--- src/rtl/irq_status_pkg.sv ---
package irq_status_pkg;

  localparam int unsigned STATUS_OFS = 0;
  localparam int unsigned ENABLE_OFS = 1;

  typedef enum logic [1:0] {
    SEL_STATUS = 2'd0,
    SEL_ENABLE = 2'd1,
    SEL_NONE   = 2'd2
  } reg_sel_e;

  function automatic reg_sel_e decode_offset(input int unsigned ofs);
    if (ofs == STATUS_OFS) return SEL_STATUS;
    if (ofs == ENABLE_OFS) return SEL_ENABLE;
    return SEL_NONE;
  endfunction

endpackage

--- src/rtl/irq_flag_cell.sv ---
module irq_flag_cell #(
  parameter bit SNAP_MODE = 1'b1
) (
  input  logic clk,
  input  logic rst_n,
  input  logic evt,
  input  logic rd_load,
  input  logic wr_hit,
  input  logic wr_bit,
  output logic flag,
  output logic snap
);

  logic flag_q;
  logic clr_ok;
  logic clr;

  generate
    if (SNAP_MODE) begin : g_gated
      logic snap_q;
      logic snap_d;

      // record bit: event erases, a used write erases, a status read loads
      always_comb begin
        snap_d = snap_q;
        if (evt)
          snap_d = 1'b0;
        else if (wr_hit && wr_bit)
          snap_d = 1'b0;
        else if (rd_load)
          snap_d = flag_q;
      end

      always_ff @(posedge clk or negedge rst_n) begin
        if (!rst_n) snap_q <= 1'b0;
        else        snap_q <= snap_d;
      end

      assign clr_ok = snap_q;
      assign snap   = snap_q;
    end else begin : g_plain
      assign clr_ok = 1'b1;
      assign snap   = 1'b0;
    end
  endgenerate

  assign clr = wr_hit & wr_bit & clr_ok;

  // set has priority over clear
  always_ff @(posedge clk or negedge rst_n) begin
    if (!rst_n) flag_q <= 1'b0;
    else        flag_q <= evt | (flag_q & ~clr);
  end

  assign flag = flag_q;

endmodule

--- src/rtl/irq_enable_reg.sv ---
module irq_enable_reg #(
  parameter int unsigned N_SRC = 8
) (
  input  logic             clk,
  input  logic             rst_n,
  input  logic             we,
  input  logic [N_SRC-1:0] wdata,
  output logic [N_SRC-1:0] en
);

  always_ff @(posedge clk or negedge rst_n) begin
    if (!rst_n)  en <= '0;
    else if (we) en <= wdata;
  end

endmodule

--- src/rtl/irq_read_mux.sv ---
module irq_read_mux #(
  parameter int unsigned N_SRC = 8
) (
  input  logic                      rd,
  input  irq_status_pkg::reg_sel_e  sel,
  input  logic [N_SRC-1:0]          flags,
  input  logic [N_SRC-1:0]          en,
  output logic [N_SRC-1:0]          rdata
);

  import irq_status_pkg::*;

  always_comb begin
    rdata = '0;
    if (rd) begin
      unique case (sel)
        SEL_STATUS: rdata = flags;
        SEL_ENABLE: rdata = en;
        default:    rdata = '0;
      endcase
    end
  end

endmodule

--- src/rtl/irq_req_gen.sv ---
module irq_req_gen #(
  parameter int unsigned N_SRC = 8
) (
  input  logic             clk,
  input  logic             rst_n,
  input  logic [N_SRC-1:0] flags,
  input  logic [N_SRC-1:0] en,
  output logic             irq
);

  logic pending;

  assign pending = |(flags & en);

  always_ff @(posedge clk or negedge rst_n) begin
    if (!rst_n) irq <= 1'b0;
    else        irq <= pending;
  end

endmodule

--- src/rtl/irq_status_bank.sv ---
module irq_status_bank #(
  parameter int unsigned N_SRC     = 8,
  parameter bit          SNAP_MODE = 1'b1,
  parameter int unsigned ADDR_W    = 4
) (
  input  logic              clk,
  input  logic              rst_n,
  input  logic [ADDR_W-1:0] bus_addr,
  input  logic              bus_rd,
  input  logic              bus_wr,
  input  logic [N_SRC-1:0]  bus_wdata,
  output logic [N_SRC-1:0]  bus_rdata,
  input  logic [N_SRC-1:0]  evt_pulse,
  output logic              irq
);

  import irq_status_pkg::*;

  reg_sel_e         sel;
  logic             wr_status;
  logic             rd_status;
  logic             wr_enable;
  logic [N_SRC-1:0] flag_q;
  logic [N_SRC-1:0] snap_q;
  logic [N_SRC-1:0] en_q;

  assign sel       = decode_offset(int'(bus_addr));
  assign wr_status = bus_wr && (sel == SEL_STATUS);
  assign wr_enable = bus_wr && (sel == SEL_ENABLE);
  // a write in the same cycle suppresses the record load
  assign rd_status = bus_rd && !bus_wr && (sel == SEL_STATUS);

  generate
    for (genvar i = 0; i < N_SRC; i++) begin : g_src
      irq_flag_cell #(
        .SNAP_MODE(SNAP_MODE)
      ) u_cell (
        .clk    (clk),
        .rst_n  (rst_n),
        .evt    (evt_pulse[i]),
        .rd_load(rd_status),
        .wr_hit (wr_status),
        .wr_bit (bus_wdata[i]),
        .flag   (flag_q[i]),
        .snap   (snap_q[i])
      );
    end
  endgenerate

  irq_enable_reg #(
    .N_SRC(N_SRC)
  ) u_en (
    .clk  (clk),
    .rst_n(rst_n),
    .we   (wr_enable),
    .wdata(bus_wdata),
    .en   (en_q)
  );

  irq_read_mux #(
    .N_SRC(N_SRC)
  ) u_rmux (
    .rd   (bus_rd),
    .sel  (sel),
    .flags(flag_q),
    .en   (en_q),
    .rdata(bus_rdata)
  );

  irq_req_gen #(
    .N_SRC(N_SRC)
  ) u_req (
    .clk  (clk),
    .rst_n(rst_n),
    .flags(flag_q),
    .en   (en_q),
    .irq  (irq)
  );

endmodule

--- config.mk ---
export PLATFORM = sky130hd
export DESIGN_NAME = irq_status_bank
export DESIGN_NICKNAME = d
export VERILOG_FILES = /design/src/rtl/irq_status_pkg.sv /design/src/rtl/irq_flag_cell.sv /design/src/rtl/irq_enable_reg.sv /design/src/rtl/irq_read_mux.sv /design/src/rtl/irq_req_gen.sv /design/src/rtl/irq_status_bank.sv
export SDC_FILE = /design/constraint.sdc
export NUM_CORES = 1
export LEC_CHECK = 0
export BUFFER_PORTS_ARGS = -buffer_cell sky130_fd_sc_hd__buf_4
export CAP_MARGIN = 15
export CORE_UTILIZATION = 46
export CTS_CLUSTER_DIAMETER = 120
export DETAILED_ROUTE_END_ITERATION = 8
export HOLD_SLACK_MARGIN = 0.02
export PLACE_DENSITY = 0.79
export REMOVE_ABC_BUFFERS = 1
export SYNTH_ARGS = -nofsm -noshare
export SYNTH_HDL_FRONTEND = slang
export SYNTH_SLANG_ARGS = --single-unit
--- constraint.sdc ---
create_clock -name clk -period 1.09 [get_ports clk]
set_input_delay 0.109 -clock clk [delete_from_list [all_inputs] [get_ports clk]]
set_output_delay 0.109 -clock clk [all_outputs]
set_load 0.05 [all_outputs]
# Word-level counts from Yosys, hierarchy flattened

Cells that the tools add are included.

Register bits after elaboration: 25
Latch bits: 0
RAM bits: 0
ROM bits: 0
Word-level logic and storage cells: 118
Memories: 0

Add/subtract/negate cells: 0
Multiply operators: 0
Divide/modulo/power cells: 0
$lt $le $gt $ge: 0
Equal/unequal tests: 2
Shifts and indexed selects: 0
Muxes and demuxes: 33
Bitwise logic cells: 41
Reductions and logical operators: 24

Operators with widths:

| cell                 | count |
|---|---|
| $mux W1              | 27 |
| $and A1 B1 Y1        | 24 |
| $reduce_bool A3 Y1   | 8 |
| $pmux W8 S2          | 1 |
| $logic_and A1 B1 Y1  | 12 |
| $and A8 B8 Y8        | 1 |
| $mux W2              | 4 |
| $mux W8              | 1 |
| $not A1 Y1           | 8 |
| $or A1 B1 Y1         | 8 |
| $reduce_or A8 Y1     | 1 |
| $eq A4 B1 Y1 const B | 1 |
| $logic_not A4 Y1     | 1 |
| $eq A2 B1 Y1 const B | 1 |
| $logic_not A2 Y1     | 1 |
| $logic_not A1 Y1     | 1 |

# Longest topological paths before layout

Gate-level depths: netlist of run 1.

Depth in word-level cells: 12
Gate-level depth with buffers: 5

# By module

A second synthesis of run 1 with hierarchy kept.

Cells, all modules: 97
Area total of the unflattened synthesis: 1276.2 µm²

Modules (own cells, without submodules):

| module          | instances | cells an instance | area each (µm²) | sequential area each (µm²) |
|---|---|---|---|---|
| irq_flag_cell   | 8         | 6                 | 85.1            | 50.0 |
| irq_enable_reg  | 1         | 17                | 331.6           | 200.2 |
| irq_read_mux    | 1         | 19                | 132.6           | 0.0 |
| irq_status_bank | 1         | 7                 | 70.1            | 0.0 |
| irq_req_gen     | 1         | 6                 | 61.3            | 25.0 |

# Worst setup path after synthesis of run 1

Ideal clock, no wire load.

Path kind: input -> output
From: in bus_addr[2]
To: out bus_rdata[0]
Arrival: 1.409 ns
Required time: 0.981 ns
Setup slack: -0.428 ns
Stages on the path: 4
Buffers on the path: 1
Cell sequence: or3_1 buf_6 nor2_1 a22o_1

Cells in the longest elaborated chain, start to end: 8

Ends and longest elaborated chain:

| what                                             | line                  | text |
|---|---|---|
| start: declaration                               | irq_status_bank.sv:8  | `input logic [ADDR_W-1:0] bus_addr,` |
| $eq A4 B1 Y1                                     | irq_status_pkg.sv:14  | `if (ofs == ENABLE_OFS) return SEL_ENABLE;` |
| $mux W1 (2 in a row)                             | irq_status_pkg.sv:14  |  |
| $mux W2                                          | irq_status_pkg.sv:15  | `return SEL_NONE;` |
| $mux W2 *                                        | irq_status_pkg.sv:14  |  |
| $eq A2 B1 Y1 or $logic_not A2 Y1 (tied branches) | irq_read_mux.sv:16    | `unique case (sel)` |
| $pmux W8 S2 *                                    | irq_read_mux.sv:16    |  |
| $mux W8 *                                        | irq_read_mux.sv:15    | `if (rd) begin` |
| end: declaration                                 | irq_status_bank.sv:12 | `output logic [N_SRC-1:0] bus_rdata,` |

Mark *: on every way between the ends. The rest lies on a longest branch, timed or not. The select of a mux whose other input is x is not followed.

# Worst setup path after layout of run 1

From: in bus_addr[1]
To: out bus_rdata[5]

The elaborated chain is that of the path after synthesis.

==> results of run 1 <==
-- metal layers --
metal	GRT usage	up-vias
met1	0.3485	667
met3	0.04023	12
met2	0.5083	89
met4	0.1009	0
li1	-	575
met5	0	-
-- metrics by stage --
stage	total power, mW	TNS (ns)	instance area (um^2)
after floorplan	1.235	-7.772	1186
after global placement	1.411	-5.655	1569
after detailed placement	1.427	-6.861	1569
after CTS	1.982	-1.154	1917
after global routing	2.108	-3.533	2033
final	2.036	-3.174	2033
-- worst max-delay path, cell delays in order --
cell    delay (ns)
buf_6         0.09
or3_4         0.40
nor2_4        0.10
buf_6         0.14
a22o_1        0.17
buf_6         0.17
-- sequential cells by signal, summed over array words and instances (netlist names) --
signal	cells
u_en.en	8
g_src.u_cell.flag	8
u_req.irq	1
g_src.u_cell.snap	8
-- synth_stat cells, drive strengths merged --
master / n
a41oi: 8
or3b: 1
o21ai: 8
a22oi: 4
nor4b: 1
nor3: 1
nor2: 10
dfrtp: 25
a22o: 8
nand4b: 1
mux2: 8
nor3b: 2
inv: 8
nand2b: 1
buf: 3
a221oi: 8
nand3: 8
or3: 1
nand4: 1
-- logic make-up (layout without fill, tap and decap cells) --
group	after synthesis	after routing	share of synthesized area
compound gates	36	36	0.2312
simple gates	27	27	0.1321
flops	25	25	0.5160
buf+inv	11	88	0.04644
mux	8	8	0.07431
-- worst paths after layout --
kind	from	cells after the start	slack, ns	to
max	bus_addr[1]	6	-0.21	bus_rdata[5]
min	rst_n	2	0.21	g_src[0].u_cell.flag
max reg2reg	g_src[6].u_cell.flag	3	0.05	g_src[6].u_cell.snap
min reg2reg	g_src[4].u_cell.snap	1	0.51	g_src[4].u_cell.flag
max in group asynchronous	rst_n	2	0.61	g_src[1].u_cell.snap
min in group clk	bus_addr[0]	6	0.34	g_src[0].u_cell.snap
-- area by class of cell --
cell class,instances,share of cell area
multi-input cells,71,0.3169
repair buffers,76,0.3292
flip-flops and latches,25,0.3077
inverters,8,0.01477
clock buffers,4,0.01292
well taps,30,0.01846
-- power groups by stage --
stage / combinational [mW] / clock [mW] / sequential, mW
2_1_floorplan: 0.167 / 0 / 1.07
3_3_place_gp: 0.339 / 0 / 1.07
3_5_place_dp: 0.351 / 0 / 1.08
4_1_cts: 0.507 / 0.432 / 1.04
5_1_grt: 0.594 / 0.456 / 1.06
6_report: 0.565 / 0.419 / 1.05
-- what timing repair did --
item | CTS | global route
pin swaps | 4 | 11
setup endpoints to repair | 8 | 20
hold buffers | 17 | 0
resized for setup | 15 | 18
hold endpoints to repair | 41 | 0
buffers inserted | 12 | 1
==> results.md, run 1 <==
- Status: complete, but fails checks
- Failing checks: setup timing
- DIE AREA: 2845 um^2
- Cell Int Power: 1.449 mW
- Routed Antenna Nets: 0
- Final Hold Fails: 0
- TritonCTS Buffers: 3
- CTS sink cnt: 25
- GR Overflow Total: 0
- Most common cell after layout, fill and taps aside: buf_4
- Number of inserted diodes: 0
- Peak Freq: 0.7705 GHz
- Top sig layer: met4
- Main area contributors after synthesis: dfrtp_1 (52%), mux2_2 (7.4%), a221oi_1 (5.8%), a22o_1 (5.8%), a41oi_1 (5.8%)
- Arr. time, crit path: 1.19 ns
- Vias post-DR: 1,343
- Syn-to-layout area delta: 67.70%
- Clk pin slew, worst setup/hold paths: 0.15 ns
- Logic pwr share: 0.277
- Drt drc: 0
- CP max FO: 8
- Final wirelength: 4422 um
- Dpl cells: 180
- GP Congestion: 0.7712
- Reg power frac: 0.517
- Top cell type's share of synthesized area: 0.5160
- Setup CP Type: in -> out
- Met2 wire len: 2336 um
- Req. time, crit path: 0.98 ns
- Die Y: 53.34 um
- Startpoint type of the worst setup path: input port
- FF/Latch Area: 625.6 um^2
- First-pass GRT wire length: 5644 um
- CTS tree: built
- Yosys reg bits: 25
- Initial antenna violation count: 0
- IR drop worst, VDD: 802.7 uV
- Final #Nets: 209
- Share of cells above drive strength 1: 0.4783
- Die W: 53.34 um
- Clk_lat worst skew: 0.32 ns
- Synth Area per Inst: 11.33 um^2
- Drt pass-1 iters: 4
- Row count: 18
- Slew @ Worst Pin: 0.3425 ns
- Setup slack after layout: -0.2079 ns
- Synth cell types: 21
- Clock Power Share: 0.206
- Vias per Instance: 6.276
- Sw Pwr: 0.5872 mW
- # IOs: 33
- Clock tree buffer depth: 2
- Top cell type by total area after synthesis: dfrtp_1
- DP Worst Slack: -0.3332 ns
- # setup viols final: 24
- Commonest cells after routing, fill and taps aside: buf_4 (44), dfrtp_1 (25), dlygate4sd3_1 (17)
- Root Buffer: clkbuf_4
- DP Wirelength: 2334 um
- DR WL/cell: 20.66 um
- Initial Util: 0.4894
- Total Routing Usage GR: 0.2868
- Critical path endpoint category: output port
- Wl on met1: 1718 um
- Sw Ratio: 0.2884
- Number of DRC markers in iteration 0: 53
- Pwr dens: 1001 nW/um^2
- Finished Layout Cells: 214
- Number of max-cap violations: 0
- H-tree level count: 1
- CORE AREA: 2477 um^2
- # fillers: 133
- Clock skew: 0.01744 ns
- Synthesized area: 1212 um^2
- Largest net degree at the start of global routing: 26
- Hold WS: 0.2140 ns
- Finished Core Util: 0.8207
- Relative slew slack: 0.7716
- WL met3: 286 um
- Lkg Pwr: 0.8648 nW
- Number of global-route vias before repair: 1,254
- Unrepaired setup endpoints after global routing: yes
- Post-route clock period utilization: 1.191
- Seq/Total Area, Yosys: 0.5160
- Fin. max-slew vios: 0
- Ys Warns: 0
- Area of the multi-input gates: 644.4 um^2
- IO Port Bufs: 32
- HP Class: in -> async
- Mapped Cells: 107
- Final Critical Period: 1.298 ns
(Power assumes the default switching activity.)
==> run 2: changes to the inputs <==
==> constraint.sdc (replaced) <==
create_clock -name clk -period 1.05 [get_ports clk]
set_input_delay 0.21 -clock clk [delete_from_list [all_inputs] [get_ports clk]]
set_output_delay 0.21 -clock clk [all_outputs]
set_load 0.05 [all_outputs]
==> run 2 against run 1 <==
- the run still ends with setup timing left
- register-to-register slack improved by 0.02 ns
- via count decreased by 7.0%
- critical path depth did not move
- combinational power down 17%
- global-route usage increased by 2.8 points
- worst hold slack lost 0.19 ns
- count of clock-buffer cells in the layout did not move
- final cell count decreased by 7.5%
- first-iteration DRC count fell by 38%
- clock skew fell by 0.0082 ns
- sequential cell count unchanged
- largest power group unchanged
- highest routed layer unchanged
==> results.md, run 2 (synthesized netlist as in run 1, its figures left out) <==
- Status: complete, but fails checks (unchanged)
- Failing checks: setup timing (unchanged)
- Die Y: 53.34 um (unchanged)
- TritonCTS Buffers: 3 (unchanged)
- Vias per Instance: 6.308 (was 6.276)
- Number of inserted diodes: 0 (unchanged)
- Number of global-route vias before repair: 1,264 (was 1,254)
- Final wirelength: 3994 um (was 4422 um)
- Clock Power Share: 0.218 (was 0.206)
- Logic pwr share: 0.234 (was 0.277)
- Finished Layout Cells: 198 (was 214)
- Final setup TNS: -8.663 ns (was -3.174 ns)
- Clock skew: 0.009292 ns (was 0.01744 ns)
- Clock tree buffer depth: 2 (unchanged)
- Syn-to-layout area delta: 56.24% (was 67.70%)
- Critical path endpoint category: output port (unchanged)
- Number of DRC markers in iteration 0: 33 (was 53)
- Sw Ratio: 0.2898 (was 0.2884)
- IR drop worst, VDD: 781.7 uV (was 802.7 uV)
- Dpl cells: 191 (was 180)
- Initial antenna violation count: 0 (unchanged)
- H-tree level count: 1 (unchanged)
- Sw Pwr: 0.5835 mW (was 0.5872 mW)
- DR WL/cell: 20.17 um (was 20.66 um)
- Arr. time, crit path: 1.30 ns (was 1.19 ns)
- Clk_lat worst skew: 0.33 ns (was 0.32 ns)
- Initial Util: 0.4894 (unchanged)
- First-pass GRT wire length: 6065 um (was 5644 um)
- Number of max-cap violations: 0 (unchanged)
- Setup CP Type: in -> out (unchanged)
- Routed Antenna Nets: 0 (unchanged)
- Final #Nets: 193 (was 209)
- Req. time, crit path: 0.84 ns (was 0.98 ns)
- DP Wirelength: 2496 um (was 2334 um)
- Fin. max-slew vios: 0 (unchanged)
- Cell Int Power: 1.430 mW (was 1.449 mW)
- Slew @ Worst Pin: 0.3209 ns (was 0.3425 ns)
- CORE AREA: 2477 um^2 (unchanged)
- Placed Area: 1652 um^2 (was 1569 um^2)
- Relative slew slack: 0.7861 (was 0.7716)
- Final Critical Period: 1.514 ns
- Root Buffer: clkbuf_4 (unchanged)
- Total Routing Usage GR: 0.3144 (was 0.2868)
- Reg power frac: 0.549 (was 0.517)
- Peak Freq: 0.6606 GHz
- Clk pin slew, worst setup/hold paths: 0.14 ns (was 0.15 ns)
- CP max FO: 8 (unchanged)
- Commonest cells after routing, fill and taps aside: buf_4 (43), dfrtp_1 (25), buf_6 (16) (was buf_4 (44), dfrtp_1 (25), dlygate4sd3_1 (17))
- CTS tree: built (unchanged)
- Share of cells above drive strength 1: 0.5417 (was 0.4783)
- Die W: 53.34 um (unchanged)
- Drt pass-1 iters: 4 (unchanged)
- Vias post-DR: 1,249 (was 1,343)
- GP Congestion: 0.7721 (was 0.7712)
- Largest net degree at the start of global routing: 26 (unchanged)
- Pwr dens: 1063 nW/um^2 (was 1001 nW/um^2)
- Startpoint type of the worst setup path: input port (unchanged)
- Setup slack after layout: -0.4637 ns (was -0.2079 ns)
- DIE AREA: 2845 um^2 (unchanged)
- Finished Core Util: 0.7646 (was 0.8207)
- # setup viols final: 25 (was 24)
- Unrepaired setup endpoints after global routing: yes (unchanged)
- Tot Pwr: 2.014 mW (was 2.036 mW)
- Design area: 1894 um^2 (was 2033 um^2)
- # IOs: 33 (unchanged)
- Lkg Pwr: 0.7978 nW (was 0.8648 nW)
- Most common cell after layout, fill and taps aside: buf_4 (unchanged)
- HP Class: in -> reg (was in -> async)
- CTS sink cnt: 25 (unchanged)
- IO Port Bufs: 32 (unchanged)
- GR Overflow Total: 0 (unchanged)
- # fillers: 154 (was 133)
- Post-route clock period utilization: 1.442
- Row count: 18 (unchanged)
- Final Hold Fails: 0 (unchanged)
- Drt drc: 0 (unchanged)
## run 2: power groups by stage
stage          sequential [mW]  combinational, mW  clock, mW
3_3_place_gp              1.11              0.388          0
4_1_cts                   1.10              0.447      0.443
6_report                  1.10              0.471      0.438
5_1_grt                   1.11              0.494      0.472
3_5_place_dp              1.11              0.409          0
2_1_floorplan             1.11              0.174          0
## run 2: through the flow
stage	hold WS [ns]	setup WS, ns
finish	0.02721	-0.4637
global route	0.02979	-0.4701
CTS	0.02725	-0.4405
detailed placement	0.1312	-0.5094
global placement	0.1278	-0.4506
floorplan	-0.08559	-0.6889
## run 2: worst paths after layout
check / from / endpoint / slack (ns) / depth (start not counted)
max in group asynchronous: rst_n / u_en.en[5] / 0.50 / 2
setup reg to reg: g_src[5].u_cell.flag / u_req.irq / 0.07 / 3
hold / removal: evt_pulse[7] / g_src[7].u_cell.snap / 0.03 / 2
setup / recovery: bus_addr[0] / bus_rdata[1] / -0.46 / 6
hold reg to reg: g_src[1].u_cell.snap / g_src[1].u_cell.flag / 0.51 / 1
min in group asynchronous: rst_n / u_req.irq / 0.30 / 2
## run 2: repair_timing
action	CTS	global route
hold buffers	1	0
gates resized for setup	32	5
pin swaps	20	10
hold endpoints to repair	25	0
setup buffers	2	0
endpoints found under the setup margin	25	25
## run 2: routing by layer
layer,GRT usage,share of wire,up-vias
li1,-,-,544
met1,0.3472,0.39,624
met2,0.5646,0.51,65
met3,0.04885,0.068,16
met4,0.1711,0.033,0
met5,0,0,-
## run 2: critical path: stages
cell,delay (ns)
buf_6,0.09
or3_4,0.37
nor2_1,0.09
buf_4,0.18
a22o_1,0.18
buf_6,0.17
## run 2: area by class of cell
class / count / area, um^2 / area share
Tap cell: 30 / 37.54 / 0.01982
Clock buffer: 4 / 26.28 / 0.01387
Sequential cell: 25 / 625.6 / 0.3303
Multi-Input combinational cell: 71 / 661.9 / 0.3494
Timing Repair Buffer: 60 / 513.0 / 0.2708
Inverter: 8 / 30.03 / 0.01585
==> run 3: changes to the inputs <==
- ABC_AREA: unset -> 1
- CORE_UTILIZATION: 46 -> 47
- PLACE_DENSITY: 0.79 -> 0.8
==> run 3 against run 2 <==
- clock skew decreased by 0.0072 ns
- core utilization increased by 2.4 points
- critical path type unchanged
- final area increased by 6.9%
- setup slack improved by 0.067 ns
- the flow still finishes with violations (setup timing)
- register-to-register slack got worse by 0.16 ns
- non-clock buffer count increased by 3
- synthesized cell count increased by 57%
- sequential share of layout area decreased by 2.1 points
- routed wire length decreased by 1.9%
- critical path depth increased by 2
- clock power decreased by 2%
- highest routed layer unchanged
==> results.md, run 3 <==
- Status: complete, but fails checks (unchanged)
- Failing checks: setup timing (unchanged)
- Clock skew: 0.002044 ns (was 0.009292 ns)
- Final wirelength: 3918 um (was 3994 um)
- Hold Path Depth: 3 (was 2)
- Mapped Cells: 168 (was 107)
- Setup CP Type: in -> out (unchanged)
- Vias post-DR: 1,387 (was 1,249)
- Cell Chain, Critical Path: buf_4 -> nor2_4 -> nand2_2 -> nor2_4 -> buf_4 -> nand2_1 -> o31ai_4 -> buf_6 (was buf_6 -> or3_4 -> nor2_1 -> buf_4 -> a22o_1 -> buf_6)
- Number of global-route vias before repair: 1,292 (was 1,264)
- Drt drc: 0 (unchanged)
- GR Overflow Total: 0 (unchanged)
- Clk pin slew, worst setup/hold paths: 0.14 ns (about the same)
- IO Port Bufs: 32 (unchanged)
- IR drop worst, VDD: 867.0 uV (was 781.7 uV)
- Final #Nets: 259 (was 193)
- Dpl cells: 244 (was 191)
- First-pass GRT wire length: 5340 um (was 6065 um)
- Seq/Total Area, Yosys: 0.4757 (was 0.5160)
- Clk_lat worst skew: 0.31 ns (was 0.33 ns)
- Clock tree buffer depth: 2 (unchanged)
- Slew @ Worst Pin: 0.3260 ns (was 0.3209 ns)
- Routed Antenna Nets: 0 (unchanged)
- WP buf/inv: 3 (unchanged)
- Number of DRC markers in iteration 0: 39 (was 33)
- Count leader, synth: nand2_1 (was dfrtp_1)
- CTS tree: built (unchanged)
- Largest net degree at the start of global routing: 26 (unchanged)
- Prevailing post-synth register cell: dfrtp_1 (unchanged)
- Die Y: 54.90 um (was 53.34 um)
- Final Hold Fails: 0 (unchanged)
- Critical path's top delay family: simple AND/OR/NAND/NOR gates (unchanged)
- Fin. max-slew vios: 0 (unchanged)
- # setup viols final: 10 (was 25)
- Post-synthesis compound-gate area fraction: 0.1294 (was 0.2312)
- TritonCTS Buffers: 3 (unchanged)
- Critical path endpoint category: output port (unchanged)
- Main area contributors after synthesis: dfrtp_1 (48%), nand2_1 (16%), inv_1 (7.4%), o21ai_0 (5.7%), o31ai_1 (4.6%) (was dfrtp_1 (52%), mux2_2 (7.4%), a221oi_1 (5.8%), a22o_1 (5.8%), a41oi_1 (5.8%))
- Synth cell types: 16 (was 21)
- Die W: 54.90 um (was 53.34 um)
- CP max FO: 4 (was 8)
- CTS sink cnt: 25 (unchanged)
- Lkg Pwr: 1.021 nW (was 0.7978 nW)
- DP Worst Slack: -0.2952 ns (was -0.5094 ns)
- GP Congestion: 0.7526 (was 0.7721)
- Finished Layout Cells: 264 (was 198)
- Post-synth EDFFs: 0 (unchanged)
- Share of cells above drive strength 1: 0.4145 (was 0.5417)
- Initial Util: 0.5122 (was 0.4894)
- HP Class: in -> reg (unchanged)
- Root Buffer: clkbuf_4 (unchanged)
- Post-Synth XOR/XNOR Area: 0 (unchanged)
- Total Routing Usage GR: 0.2539 (was 0.3144)
- Ys Warns: 0 (unchanged)
- Post-route clock period utilization: 1.378 (was 1.442)
- DP Wirelength: 2423 um (was 2496 um)
- Post-Synth Simple-Gate Area: 0.2921 (was 0.1321)
- Crit-path max cell delay: 0.19 ns (was 0.37 ns)
- DR WL/cell: 14.84 um (was 20.17 um)
- Arr. time, crit path: 1.24 ns (was 1.30 ns)
- Number of inserted diodes: 0 (unchanged)
- Number of max-cap violations: 0 (unchanged)
- DIE AREA: 3013 um^2 (was 2845 um^2)
- Top cell type by total area after synthesis: dfrtp_1 (unchanged)
- Largest family of logic cells by synthesized area: simple AND/OR/NAND/NOR gates (was compound AO/OA/AOI/OAI gates)
- Startpoint type of the worst setup path: input port (unchanged)
- Drt pass-1 iters: 4 (unchanged)
- Yosys reg bits: 25 (unchanged)
- Syn-to-layout area delta: 54.04% (was 56.24%)
- Stages on worst setup path: 8 (was 6)
- Vias per Instance: 5.254 (was 6.308)
- Top cell type's share of synthesized area: 0.4757 (was 0.5160)
- CORE AREA: 2567 um^2 (was 2477 um^2)
- Post-synthesis mux area share: 0 (was 0.07430)
- Pwr dens: 1092 nW/um^2 (was 1063 nW/um^2)
- Row count: 18 (unchanged)
- Commonest cells after routing, fill and taps aside: nand2_1 (52), buf_4 (50), dfrtp_1 (25) (was buf_4 (43), dfrtp_1 (25), buf_6 (16))
- H-tree level count: 1 (unchanged)
- Cell count of the worst reg-to-reg path: 5 (was 3)
- Unrepaired setup endpoints after global routing: yes (unchanged)
- Initial antenna violation count: 0 (unchanged)
- Final Critical Period: 1.447 ns (was 1.514 ns)
- Top cells by count, synth: nand2_1 (55), inv_1 (26), dfrtp_1 (25), o21ai_0 (15), nor2_1 (13) (was dfrtp_1 (25), nor2_1 (10))
- Req. time, crit path: 0.84 ns (about the same)
- Synth Area per Inst: 7.827 um^2 (was 11.33 um^2)
- Relative slew slack: 0.7826 (was 0.7861)
- Slowest cell on crit path: buf_6 (was or3_4)
- # IOs: 33 (unchanged)
- Synth Area in Adders: 0 (unchanged)
- Setup slack after layout: -0.3970 ns (was -0.4637 ns)
- Post-synthesis async set-or-reset flop share: 1.000 (unchanged)
- Synthesized area: 1315 um^2 (was 1212 um^2)
- Most common cell after layout, fill and taps aside: nand2_1 (was buf_4)
- Peak Freq: 0.6911 GHz (was 0.6606 GHz)
run 3: changes by cell type in the layout (fill, tap and decap cells not counted), sizes merged, moves of 8 or more:
cell	before	now
o31ai	0	8
a41oi	8	0
inv	8	27
nor2	10	19
mux2	8	0
a221oi	8	0
nand2	0	58
run 3: logic make-up after synthesis:
kind of cell | after synthesis
flops | 25
simple gates | 86
buf+inv | 30
compound gates | 27
run 3: cell type report:
type	count	area, um^2
clock buffer	3	22.52
clock inverter	1	5.005
fill	161	541.8
inverter	27	101.3
multi-input combinational	115	713.2
sequential	25	625.6
tap	30	37.54
timing repair buffer	63	520.5
run 3: worst min-delay path, cell delays in order:
cell	delay, ns
buf_4	0.07
inv_1	0.03
nand2_1	0.05
run 3: final timing paths:
check                                        to                  from  slack [ns]
max in group asynchronous  g_src[6].u_cell.flag                 rst_n        0.49
min in group asynchronous  g_src[1].u_cell.snap                 rst_n        0.31
hold reg to reg            g_src[2].u_cell.flag  g_src[2].u_cell.flag        0.56
setup / recovery                   bus_rdata[1]           bus_addr[2]       -0.40
hold / removal             g_src[6].u_cell.flag          evt_pulse[6]        0.08
setup reg to reg                      u_req.irq            u_en.en[3]       -0.09
run 3: through the flow:
step / hold slack [ns] / utilization / TNS, ns / total power [mW] / instance area, um^2
6_report: 0.07976 / 0.7890 / -2.864 / 2.211 / 2026
5_1_grt: 0.06855 / 0.7890 / -3.280 / 2.313 / 2026
4_1_cts: 0.07643 / 0.7052 / -2.913 / 2.046 / 1810
3_5_place_dp: 0.1344 / 0.6569 / -6.511 / 1.530 / 1687
2_1_floorplan: -0.08559 / - / -7.033 / 1.300 / 1281
3_3_place_gp: 0.1258 / 0.6569 / -5.451 / 1.508 / 1687
run 3: report_power, final:
group | leakage [nW] | internal, mW | total, mW | switching, mW
sequential | 0.286 | 1.04 | 1.10 | 0.0577
combinational | 0.718 | 0.345 | 0.681 | 0.336
clock | 0.0177 | 0.142 | 0.431 | 0.289
run 3: per-layer routing:
metal	up-vias	global-route usage	wire length [um]
li1	664	-	-
met1	647	0.2825	1484
met2	66	0.4719	2108
met3	10	0.03279	209
met4	0	0.1208	116
met5	-	0	0
run 3: what timing repair did:
action | in CTS | in global routing
resized for setup | 16 | 30
endpoints found under the hold margin | 25 | 0
setup endpoints to repair | 9 | 18
pin swaps | 0 | 11
hold buffers | 1 | 0
setup buffers | 5 | 9
cloned | 0 | 2
